## src/rtl/irq_bank_ctrl.sv

```systemverilog
module irq_bank_ctrl #(
  parameter int ADDR_W = 8
) (
  input  logic              clk,
  input  logic              rst_n,
  input  logic [7:0]        src_b0,
  input  logic [31:0]       src_b1,
  input  logic [31:0]       src_b2,
  input  logic              reg_we,
  input  logic [ADDR_W-1:0] reg_addr,
  input  logic [31:0]       reg_wdata,
  output logic [31:0]       reg_rdata,
  output logic              irq_o,
  output logic              fiq_o
);
  localparam logic [ADDR_W-1:0] A_PEND0 = ADDR_W'(8'h00);
  localparam logic [ADDR_W-1:0] A_PEND1 = ADDR_W'(8'h04);
  localparam logic [ADDR_W-1:0] A_PEND2 = ADDR_W'(8'h08);
  localparam logic [ADDR_W-1:0] A_FCTL  = ADDR_W'(8'h0C);
  localparam logic [ADDR_W-1:0] A_SET1  = ADDR_W'(8'h10);
  localparam logic [ADDR_W-1:0] A_SET2  = ADDR_W'(8'h14);
  localparam logic [ADDR_W-1:0] A_SET0  = ADDR_W'(8'h18);
  localparam logic [ADDR_W-1:0] A_CLR1  = ADDR_W'(8'h1C);
  localparam logic [ADDR_W-1:0] A_CLR2  = ADDR_W'(8'h20);
  localparam logic [ADDR_W-1:0] A_CLR0  = ADDR_W'(8'h24);
  localparam logic [31:0] SC1_MASK = 32'h000C_0680;
  localparam logic [31:0] SC2_MASK = 32'h43E0_0000;
  localparam int          NSRC     = 72;

  logic [7:0]  en0;
  logic [31:0] en1, en2;
  logic [7:0]  fctl;

  always_ff @(posedge clk or negedge rst_n) begin
    if (!rst_n) begin
      en0  <= '0;
      en1  <= '0;
      en2  <= '0;
      fctl <= '0;
    end else if (reg_we) begin
      case (reg_addr)
        A_SET0: en0  <= en0 | reg_wdata[7:0];
        A_CLR0: en0  <= en0 & ~reg_wdata[7:0];
        A_SET1: en1  <= en1 | reg_wdata;
        A_CLR1: en1  <= en1 & ~reg_wdata;
        A_SET2: en2  <= en2 | reg_wdata;
        A_CLR2: en2  <= en2 & ~reg_wdata;
        A_FCTL: fctl <= reg_wdata[7:0];
        default: ;
      endcase
    end
  end

  wire [7:0]  p0 = src_b0 & en0;
  wire [31:0] p1 = src_b1 & en1;
  wire [31:0] p2 = src_b2 & en2;
  wire [4:0]  sc1 = {p1[19], p1[18], p1[10], p1[9], p1[7]};
  wire [5:0]  sc2 = {p2[30], p2[25], p2[24], p2[23], p2[22], p2[21]};
  wire        sum1 = |(p1 & ~SC1_MASK);
  wire        sum2 = |(p2 & ~SC2_MASK);
  wire [31:0] pend0 = {11'd0, sc2, sc1, sum2, sum1, p0};

  assign irq_o = |pend0[20:0];

  wire [NSRC-1:0] raw_all = {src_b0, src_b2, src_b1};
  wire [6:0]      fidx    = fctl[6:0];
  assign fiq_o = fctl[7] && (int'(fidx) < NSRC) && raw_all[fidx];

  always_comb begin
    case (reg_addr)
      A_PEND0: reg_rdata = pend0;
      A_PEND1: reg_rdata = p1;
      A_PEND2: reg_rdata = p2;
      A_FCTL:  reg_rdata = {24'd0, fctl};
      A_SET0:  reg_rdata = {24'd0, en0};
      A_SET1:  reg_rdata = en1;
      A_SET2:  reg_rdata = en2;
      default: reg_rdata = '0;
    endcase
  end

  a_r1_reset_clears: assert property (@(posedge clk)
    !rst_n |=> (en0 == '0 && en1 == '0 && en2 == '0 && fctl == '0));

  a_r2_set_sticks: assert property (@(posedge clk) disable iff (!rst_n)
    (reg_we && reg_addr == A_SET1) |=> ((en1 & $past(reg_wdata)) == $past(reg_wdata)));

  a_r3_clear_sticks: assert property (@(posedge clk) disable iff (!rst_n)
    (reg_we && reg_addr == A_CLR2) |=> ((en2 & $past(reg_wdata)) == 32'd0));

  a_r5_summary_has_cause: assert property (@(posedge clk) disable iff (!rst_n)
    pend0[8] |-> (|(src_b1 & en1)));

  a_r8_irq_any_enabled: assert property (@(posedge clk) disable iff (!rst_n)
    irq_o == (|{src_b0 & en0, src_b1 & en1, src_b2 & en2}));

  a_r10_fiq_gated: assert property (@(posedge clk) disable iff (!rst_n)
    !fctl[7] |-> !fiq_o);
endmodule

```

## config.mk

```make
export PLATFORM = sky130hd
export DESIGN_NAME = irq_bank_ctrl
export DESIGN_NICKNAME = d
export VERILOG_FILES = /design/src/rtl/irq_bank_ctrl.sv
export SDC_FILE = /design/constraint.sdc
export NUM_CORES = 1
export LEC_CHECK = 0
export BUFFER_PORTS_ARGS = -buffer_cell sky130_fd_sc_hd__buf_4
export CORE_MARGIN = 2
export CORE_UTILIZATION = 50
export CTS_CLUSTER_SIZE = 24
export DETAILED_ROUTE_END_ITERATION = 12
export PLACE_DENSITY = 0.77
export SYNTH_ARGS = -nofsm -noshare
export SYNTH_HDL_FRONTEND = slang
export SYNTH_SLANG_ARGS = --single-unit
```

## constraint.sdc

```tcl
create_clock -name clk -period 2.8 [get_ports clk]
set_input_delay 0.56 -clock clk [delete_from_list [all_inputs] [get_ports clk]]
set_output_delay 0.56 -clock clk [all_outputs]
set_load 0.02 [all_outputs]
```

======== Word level (Yosys, flattened, before mapping) ========
Cells that the tools add are included.
cells by class
  order comparisons ....................... 2
  equal/unequal tests ..................... 9
  muxes and demuxes ....................... 6
  bitwise operators ....................... 11
  reductions and logical operators ........ 13
operators by type and width
  kind                count
  $pmux 32 s7         1
  $and 32x32->32      4
  $pmux 32 s2         2
  $reduce_or 72->1    1
  $or 32x32->32       2
  $eq 8x5->1 const B  4
  $not 32->32         1
  $reduce_or 27->1    1
  $reduce_or 26->1    1
  $and 8x8->8         2
  $eq 8x4->1 const B  2
  $eq 8x6->1 const B  2
  $pmux 8 s2          1
  $eq 8x3->1 const B  1
  $logic_not 8->1     1
  $lt 7x8->1 const B  1
  $not 8->8           1
  $or 8x8->8          1
  $reduce_and 2->1    4
  $bmux 1 s7          1
  $lt 7x7->1 const B  1
  $reduce_bool 2->1   3
  $logic_and 1x1->1   2
  $mux 1              1
word-level totals
  register bits after elaboration ......... 80
  input bits .............................. 115
  output and inout bits ................... 34
  logic and storage cells ................. 45

======== Depth between registers and ports, before layout ========
Gate-level depths: netlist (run 1).
  word-level depth ........................ 3
  gate-level depth with buffers ........... 8
  mapped depth without buffers ............ 5

======== Worst setup path after synthesis (run 1) ========
No wires, ideal clock.
  path type ............................... input-to-output
  start point ............................. input port reg_addr[3]
  end point ............................... output port reg_rdata[24]
  arrival time ............................ 2046 ps
  data required time ...................... 2240 ps
  slack ................................... 194 ps
  cell stages on the path ................. 8
  buffers on the path ..................... 4
  cell sequence ........................... buf_6 > nor4b_4 > and2_1 > buf_4 > buf_6 > buf_4 > a21oi_1 > o22ai_1
on the way
  longest elaborated chain between the ends .. 2
  elaborated cells on any way between the ends .. 8
  those cells by class .................... 6 x eq/ne; 1 x mux; 1 x reduce/logical
RTL lines
  what                                      RTL line  RTL
  start: declaration                        10        input logic [ADDR_W-1:0] reg_addr,
  $eq 8x5->1, or another cell as far along  70        case (reg_addr)
  $pmux 32 s7 *                             70
  end: declaration                          12        output logic [31:0] reg_rdata,
Mark *: on every way between the ends. The rest lies on a longest branch, timed or not.

======== Worst setup path after layout (run 1) ========
  start point ............................. register fctl[1]
  end point ............................... output port fiq_o
on the way
  longest elaborated chain between the ends .. 3
  elaborated cells on any way between the ends .. 5
  those cells by class .................... 1 x order compare; 2 x mux; 2 x reduce/logical
RTL lines
  what                                                                      RTL line  RTL
  start: declaration                                                        32        logic [7:0] fctl;
  start signal: assignment                                                  48        A_FCTL: fctl <= reg_wdata[7:0];
  $bmux 1 s7 / $lt 7x7->1 (equally long branches)                           67        assign fiq_o = fctl[7] && (int'(fidx) < NSRC) && raw_all[fidx];
  $mux 1 (implied by the code) / $logic_and 1x1->1 (equally long branches)  67
  $logic_and 1x1->1 *                                                       67
  end: declaration                                                          14        output logic fiq_o
Mark *: on every way between the ends. The rest lies on a longest branch, timed or not. The select of a mux whose other input is x is not followed.

==> impl_metrics.tcl, run 1 <==
set metrics [dict create \
    critPathKind "register to primary output" \
    max_freq_ghz 0.340 \
    fin_cells 889 \
    wire_per_inst_um 26.2 \
    cap_violations 0 \
    drt_first_pass_iters 6 \
    worst-endpoint-arrival_ns 2.39 \
    path_clk_slew_ns 0.10 \
    drive_gt1_frac 0.344 \
    initial_utilization 0.519 \
    port_buffers 148 \
    setup_ws_ns -0.145 \
    yosysUniqueCellTypes 48 \
    dieArea_mm2 0.0117 \
    worstPathMaxFanout 11 \
    finalWirelength_mm 23.3 \
    final_area_mm2 0.00712 \
    area_growth_pct 31.8 \
    cts_buffers 9 \
    dpl-instance-area_mm2 0.00671 \
    final-max-slew-violation-count 0 \
    tns_ns -0.145 \
    ios 149 \
    ctsHtreeMaxLevel 3 \
    final_net_count 863 \
    finalSetupViolations 1 \
    startpoint_type "register" \
    antenna_found_initial 0 \
    violations "setup timing" \
    grt_max_degree 46 \
    vias 6209 \
    synth_seq_area_share 0.370 \
    num_antenna_cells 0 \
    tightest_slew_ns 0.583 \
    gr-usage-all-layers 0.401 \
    placedCellCount 861 \
    fillers 911 \
    p_leak_nw 3.22 \
    layout_commonest_cell "buf_4" \
    status "finished with violations" \
    cts_tree "yes" \
    cp-end-kind "primary output" \
    hold_violations 0 \
    finish.utilization 0.684 \
    dp_hpwl_mm 17.1 \
    cts_root_buf "clkbuf_8" \
    period_minus_slack_ns 2.95 \
    detail-route-antenna-nets 0 \
    grt_pass1_wl_mm 34.9 \
    cts_sinks 80 \
    synth_cells 589 \
    fin_total_pwr_mw 2.93 \
    postCtsHoldBufs 0 \
    synthFlopType "dfrtp_1" \
    skew_ns 0 \
    die_h_um 108 \
    avgViaCountPerCell 6.98 \
    place_congestion 0.992 \
    grt_pass1_vias 5929 \
    rsz0062_at_grt "yes" \
    hold_path_class "input pin to asynchronous set/reset pin" \
    core-area_mm2 0.0104 \
    ir_drop_mv 0.320 \
    max-clock-path-buffers 2 \
    layout_common_cells "188 x buf_4, 105 x a21oi_1, 77 x dfrtp_1" \
    relSlewSlack 0.610 \
    ys_ff_latch 80 \
    synth_area_per_cell_um2 9.18 \
    clk_latency_ns 0.37 \
    drc_errors 0 \
    async_flop_share 1.00 \
    timing.final.crit_share 1.05 \
    synth_nets 704 \
    die_w_um 108 \
    globalRouteOverflowTotal 0 \
    syn-cell-area_mm2 0.00541 \
    drtIter0Drc 905 \
    rows 37 \
    powerDensity_mw_per_mm2 412 \
    synth-edff-count 0 \
    cp.required_ns 2.24 \
    ys_warn_count 0 \
]
-- final cells by class --
class	instances	area, µm²	area share
Tap cell	136	170	0.0239
Sequential cell	80	2010	0.282
Inverter	26	97.6	0.0137
Clock inverter	7	73.8	0.0104
Timing Repair Buffer	195	1560	0.219
Clock buffer	9	124	0.0174
Multi-Input combinational cell	436	3090	0.434
-- metal layers --
metal / GRT usage / share of wire
met5: 0 / 0
met4: 0.175 / 0.047
met3: 0.0820 / 0.13
met2: 0.597 / 0.44
met1: 0.569 / 0.39
-- worst max-delay path: stages (launching register included) --
cell and delay [ns]:
dfrtp_2 0.40, buf_12 0.15, mux4_2 0.54, mux4_2 0.54, nand3_2 0.10, nand4b_1 0.11, buf_4 0.17
-- cells by family after synthesis --
group           count (synthesis)  share of synthesized area
compound gates                282                      0.340
buf+inv                        73                     0.0717
flops                          80                      0.370
mux                            32                     0.0984
simple gates                  122                      0.119
-- synth_stat cells (all sizes together) (9+ instances only) --
| cell | count | area [µm²] |
|---|---|---|
| a31oi | 65 | 407 |
| a21oi | 105 | 526 |
| a21boi | 25 | 188 |
| a221oi | 10 | 87.6 |
| buf | 26 | 211 |
| and3 | 10 | 62.6 |
| mux2 | 9 | 101 |
| inv | 26 | 97.6 |
| mux4 | 16 | 360 |
| nand2 | 63 | 239 |
| nand3 | 11 | 55.1 |
| a22oi | 16 | 120 |
| a22o | 10 | 87.6 |
| dfrtp | 80 | 2000 |
| clkbuf | 21 | 78.8 |
| o22ai | 12 | 75.1 |
-- power by group --
group	switching, mW	internal [mW]
Clock	0.549	0.352
Combinational	0.338	0.322
Sequential	0.123	1.25
-- repair_timing --
action | in CTS | in global routing
pin swaps | 3 | 4
gates resized for setup | 7 | 12
buffers inserted | 7 | 3
cloned | 1 | 1
endpoints found under the setup margin | 4 | 14
-- worst paths after layout --
| kind | start | end | slack, ns | cells after the start |
|---|---|---|---|---|
| worst min-delay path | rst_n | asynchronous set/reset pin | 0.16 | 1 |
| max in group asynchronous | rst_n | fctl[0]$_DFFE_PN0P_ | 1.91 | 2 |
| min in group clk | reg_wdata[18] | register | 0.38 | 2 |
| worst max-delay path | fctl[1]$_DFFE_PN0P_ | fiq_o | -0.15 | 6 |
| worst max register to register | fctl[1]$_DFFE_PN0P_ | fctl[1]$_DFFE_PN0P_ | 1.53 | 3 |
| worst min register to register | register | register | 0.56 | 2 |
-- metrics by stage --
step / hold WS [ns] / worst slack (ns)
final: 0.160 / -0.145
after global routing: 0.214 / -0.185
after CTS: 0.178 / -0.130
after detailed placement: 0.537 / -0.113
after global placement: 0.525 / -0.103
after floorplan: 0.264 / 0.194
No activity file was read; power rests on OpenSTA's default activity.
==> run 2, diff against run 1 <==
--- a/config.mk
+++ b/config.mk
@@ -7,7 +7,7 @@
 export LEC_CHECK = 0
 export BUFFER_PORTS_ARGS = -buffer_cell sky130_fd_sc_hd__buf_4
 export CORE_MARGIN = 2
-export CORE_UTILIZATION = 50
+export CORE_UTILIZATION = 48
 export CTS_CLUSTER_SIZE = 24
 export DETAILED_ROUTE_END_ITERATION = 12
 export PLACE_DENSITY = 0.77
==> constraint.sdc (replaced) <==
create_clock -name clk -period 2.4 [get_ports clk]
set_input_delay 0.48 -clock clk [delete_from_list [all_inputs] [get_ports clk]]
set_output_delay 0.48 -clock clk [all_outputs]
set_load 0.02 [all_outputs]
==> impl_metrics.tcl, run 2 (synthesis gave the netlist of run 1 again) <==
set metrics [dict create \
    status "finished with violations" \
    violations "setup timing" \
    fin_total_pwr_mw 4.11 \
    place_congestion 1.03 \
    core-area_mm2 0.0109 \
    seqPwrFrac 0.389 \
    cts_root_buf "clkbuf_16" \
    drt_first_pass_iters 6 \
    initial_utilization 0.494 \
    final_net_count 939 \
    cellInternalPower_mw 2.85 \
    grt_max_degree 56 \
    p_leak_nw 3.88 \
    cts_tree "yes" \
    die_h_um 110 \
    period_minus_slack_ns 2.89 \
    hold_violations 0 \
    cp.required_ns 1.92 \
    timing.rr.start "fctl[1]$_DFFE_PN0P_" \
    grt_pass1_vias 6574 \
    ios 149 \
    tns_ns -1.66 \
    gr-usage-all-layers 0.431 \
    vias 6812 \
    drtIter0Drc 931 \
    cp-end-kind "primary output" \
    die_w_um 110 \
    critPathKind "register to primary output" \
    avgViaCountPerCell 7.03 \
    reg2regPathDepth 3 \
    p_sw_frac 0.307 \
    ir_drop_mv 0.484 \
    port_buffers 148 \
    drc_errors 0 \
    dp_hpwl_mm 18.9 \
    ctsHtreeMaxLevel 3 \
    p_switching_mw 1.26 \
    worst-endpoint-arrival_ns 2.41 \
    clock_power_share 0.379 \
    cts_sinks 80 \
    timing.final.crit_share 1.20 \
    drive_gt1_frac 0.495 \
    postCtsHoldBufs 0 \
    wire_per_inst_um 27.6 \
    max-clock-path-buffers 2 \
    globalRouteOverflowTotal 0 \
    grt_pass1_wl_mm 38.3 \
    finish.utilization 0.786 \
    dieArea_mm2 0.0121 \
    placedCellCount 926 \
    max_freq_ghz 0.346 \
    layout_common_cells "198 x buf_4, 95 x a21oi_1, 78 x dfrtp_1" \
    powerDensity_mw_per_mm2 479 \
    path_clk_slew_ns 0.07 \
    setup_ws_ns -0.487 \
    antenna_found_initial 0 \
    hold_path_class "input pin to asynchronous set/reset pin" \
    fin_cells 969 \
    detail-route-antenna-nets 0 \
    fillers 688 \
    cap_violations 0 \
    relSlewSlack 0.660 \
    startpoint_type "register" \
    worstPathMaxFanout 4 \
    finalSetupViolations 23 \
    clk_latency_ns 0.34 \
    rsz0062_at_grt "yes" \
    rows 38 \
    final-max-slew-violation-count 0 \
    finalWirelength_mm 26.7 \
    skew_ns 0 \
    worstReg2RegEnd "fctl[1]$_DFFE_PN0P_" \
    cts_buffers 9 \
    num_antenna_cells 0 \
    rrSetupSlack_ns 1.22 \
    layout_commonest_cell "buf_4" \
    tightest_slew_ns 0.503 \
    area_growth_pct 58.9 \
    pwr-share-comb 0.232 \
]
## run 2: changes by cell type in the layout (fill, tap and decap cells not counted), sizes merged
cell	change
bufbuf	-1
clkinvlp	-2
clkbuf	+1
clkinv	+1
buf	+76
inv	-1
bufinv	+2
## run 2: cell type report
type                    instances  area, µm²  share of cell area
inverters                      26       97.6              0.0114
clock inverters                 7        103              0.0119
multi-input cells             436       3520               0.410
flip-flops and latches         80       2000               0.233
repair buffers                271       2460               0.287
clock buffers                   9        225              0.0262
well taps                     140        175              0.0204
## run 2: worst max-delay path by stage
stage / start / end / slack (ns) / cells after the start
after global placement: src_b2[27] / irq_o / -0.24 / 6
final: fctl[1]$_DFFE_PN0P_ / fiq_o / -0.49 / 6
after floorplan: reg_addr[4] / reg_rdata[23] / 0.03 / 6
after CTS: fctl[1]$_DFFE_PN0P_ / fiq_o / -0.44 / 6
after global routing: fctl[1]$_DFFE_PN0P_ / fiq_o / -0.49 / 6
after detailed placement: src_b2[27] / irq_o / -0.21 / 6
## run 2: critical path, cell delays in order, from the launching register on
cell	delay [ns]
dfrtp_2	0.47
clkbuf_16	0.18
mux4_2	0.50
mux4_2	0.54
nand3_2	0.10
nand4b_1	0.09
buf_4	0.17
## run 2: timing repair
action                     in CTS  in global routing
setup endpoints to repair      31                 34
pin swaps                      27                 70
gates resized for setup        88                110
setup buffers                  13                  9
gates cloned                    4                  3
## run 2: power groups by stage
| stage | clock [mW] | sequential (mW) | combinational [mW] |
|---|---|---|---|
| global route | 1.61 | 1.60 | 0.992 |
| global placement | 0 | 1.60 | 0.811 |
| floorplan | 0 | 1.55 | 0.343 |
| finish | 1.56 | 1.60 | 0.952 |
| CTS | 1.54 | 1.59 | 0.875 |
| detailed placement | 0 | 1.60 | 0.829 |
## run 2: stage by stage
step                worst slack [ns]  instance area [µm²]  hold slack (ns)
finish                        -0.487                 8590           0.0489
floorplan                     0.0313                 5470            0.184
CTS                           -0.436                 8100           0.0528
global placement              -0.236                 7300            0.410
global route                  -0.489                 8590           0.0709
detailed placement            -0.208                 7300            0.411
## run 2: per-layer routing
layer / global-route usage / share of wire / vias to the layer above
li1: - / - / 2782
met5: 0 / 0 / -
met1: 0.568 / 0.36 / 3205
met2: 0.653 / 0.43 / 652
met3: 0.112 / 0.14 / 173
met4: 0.225 / 0.071 / 0
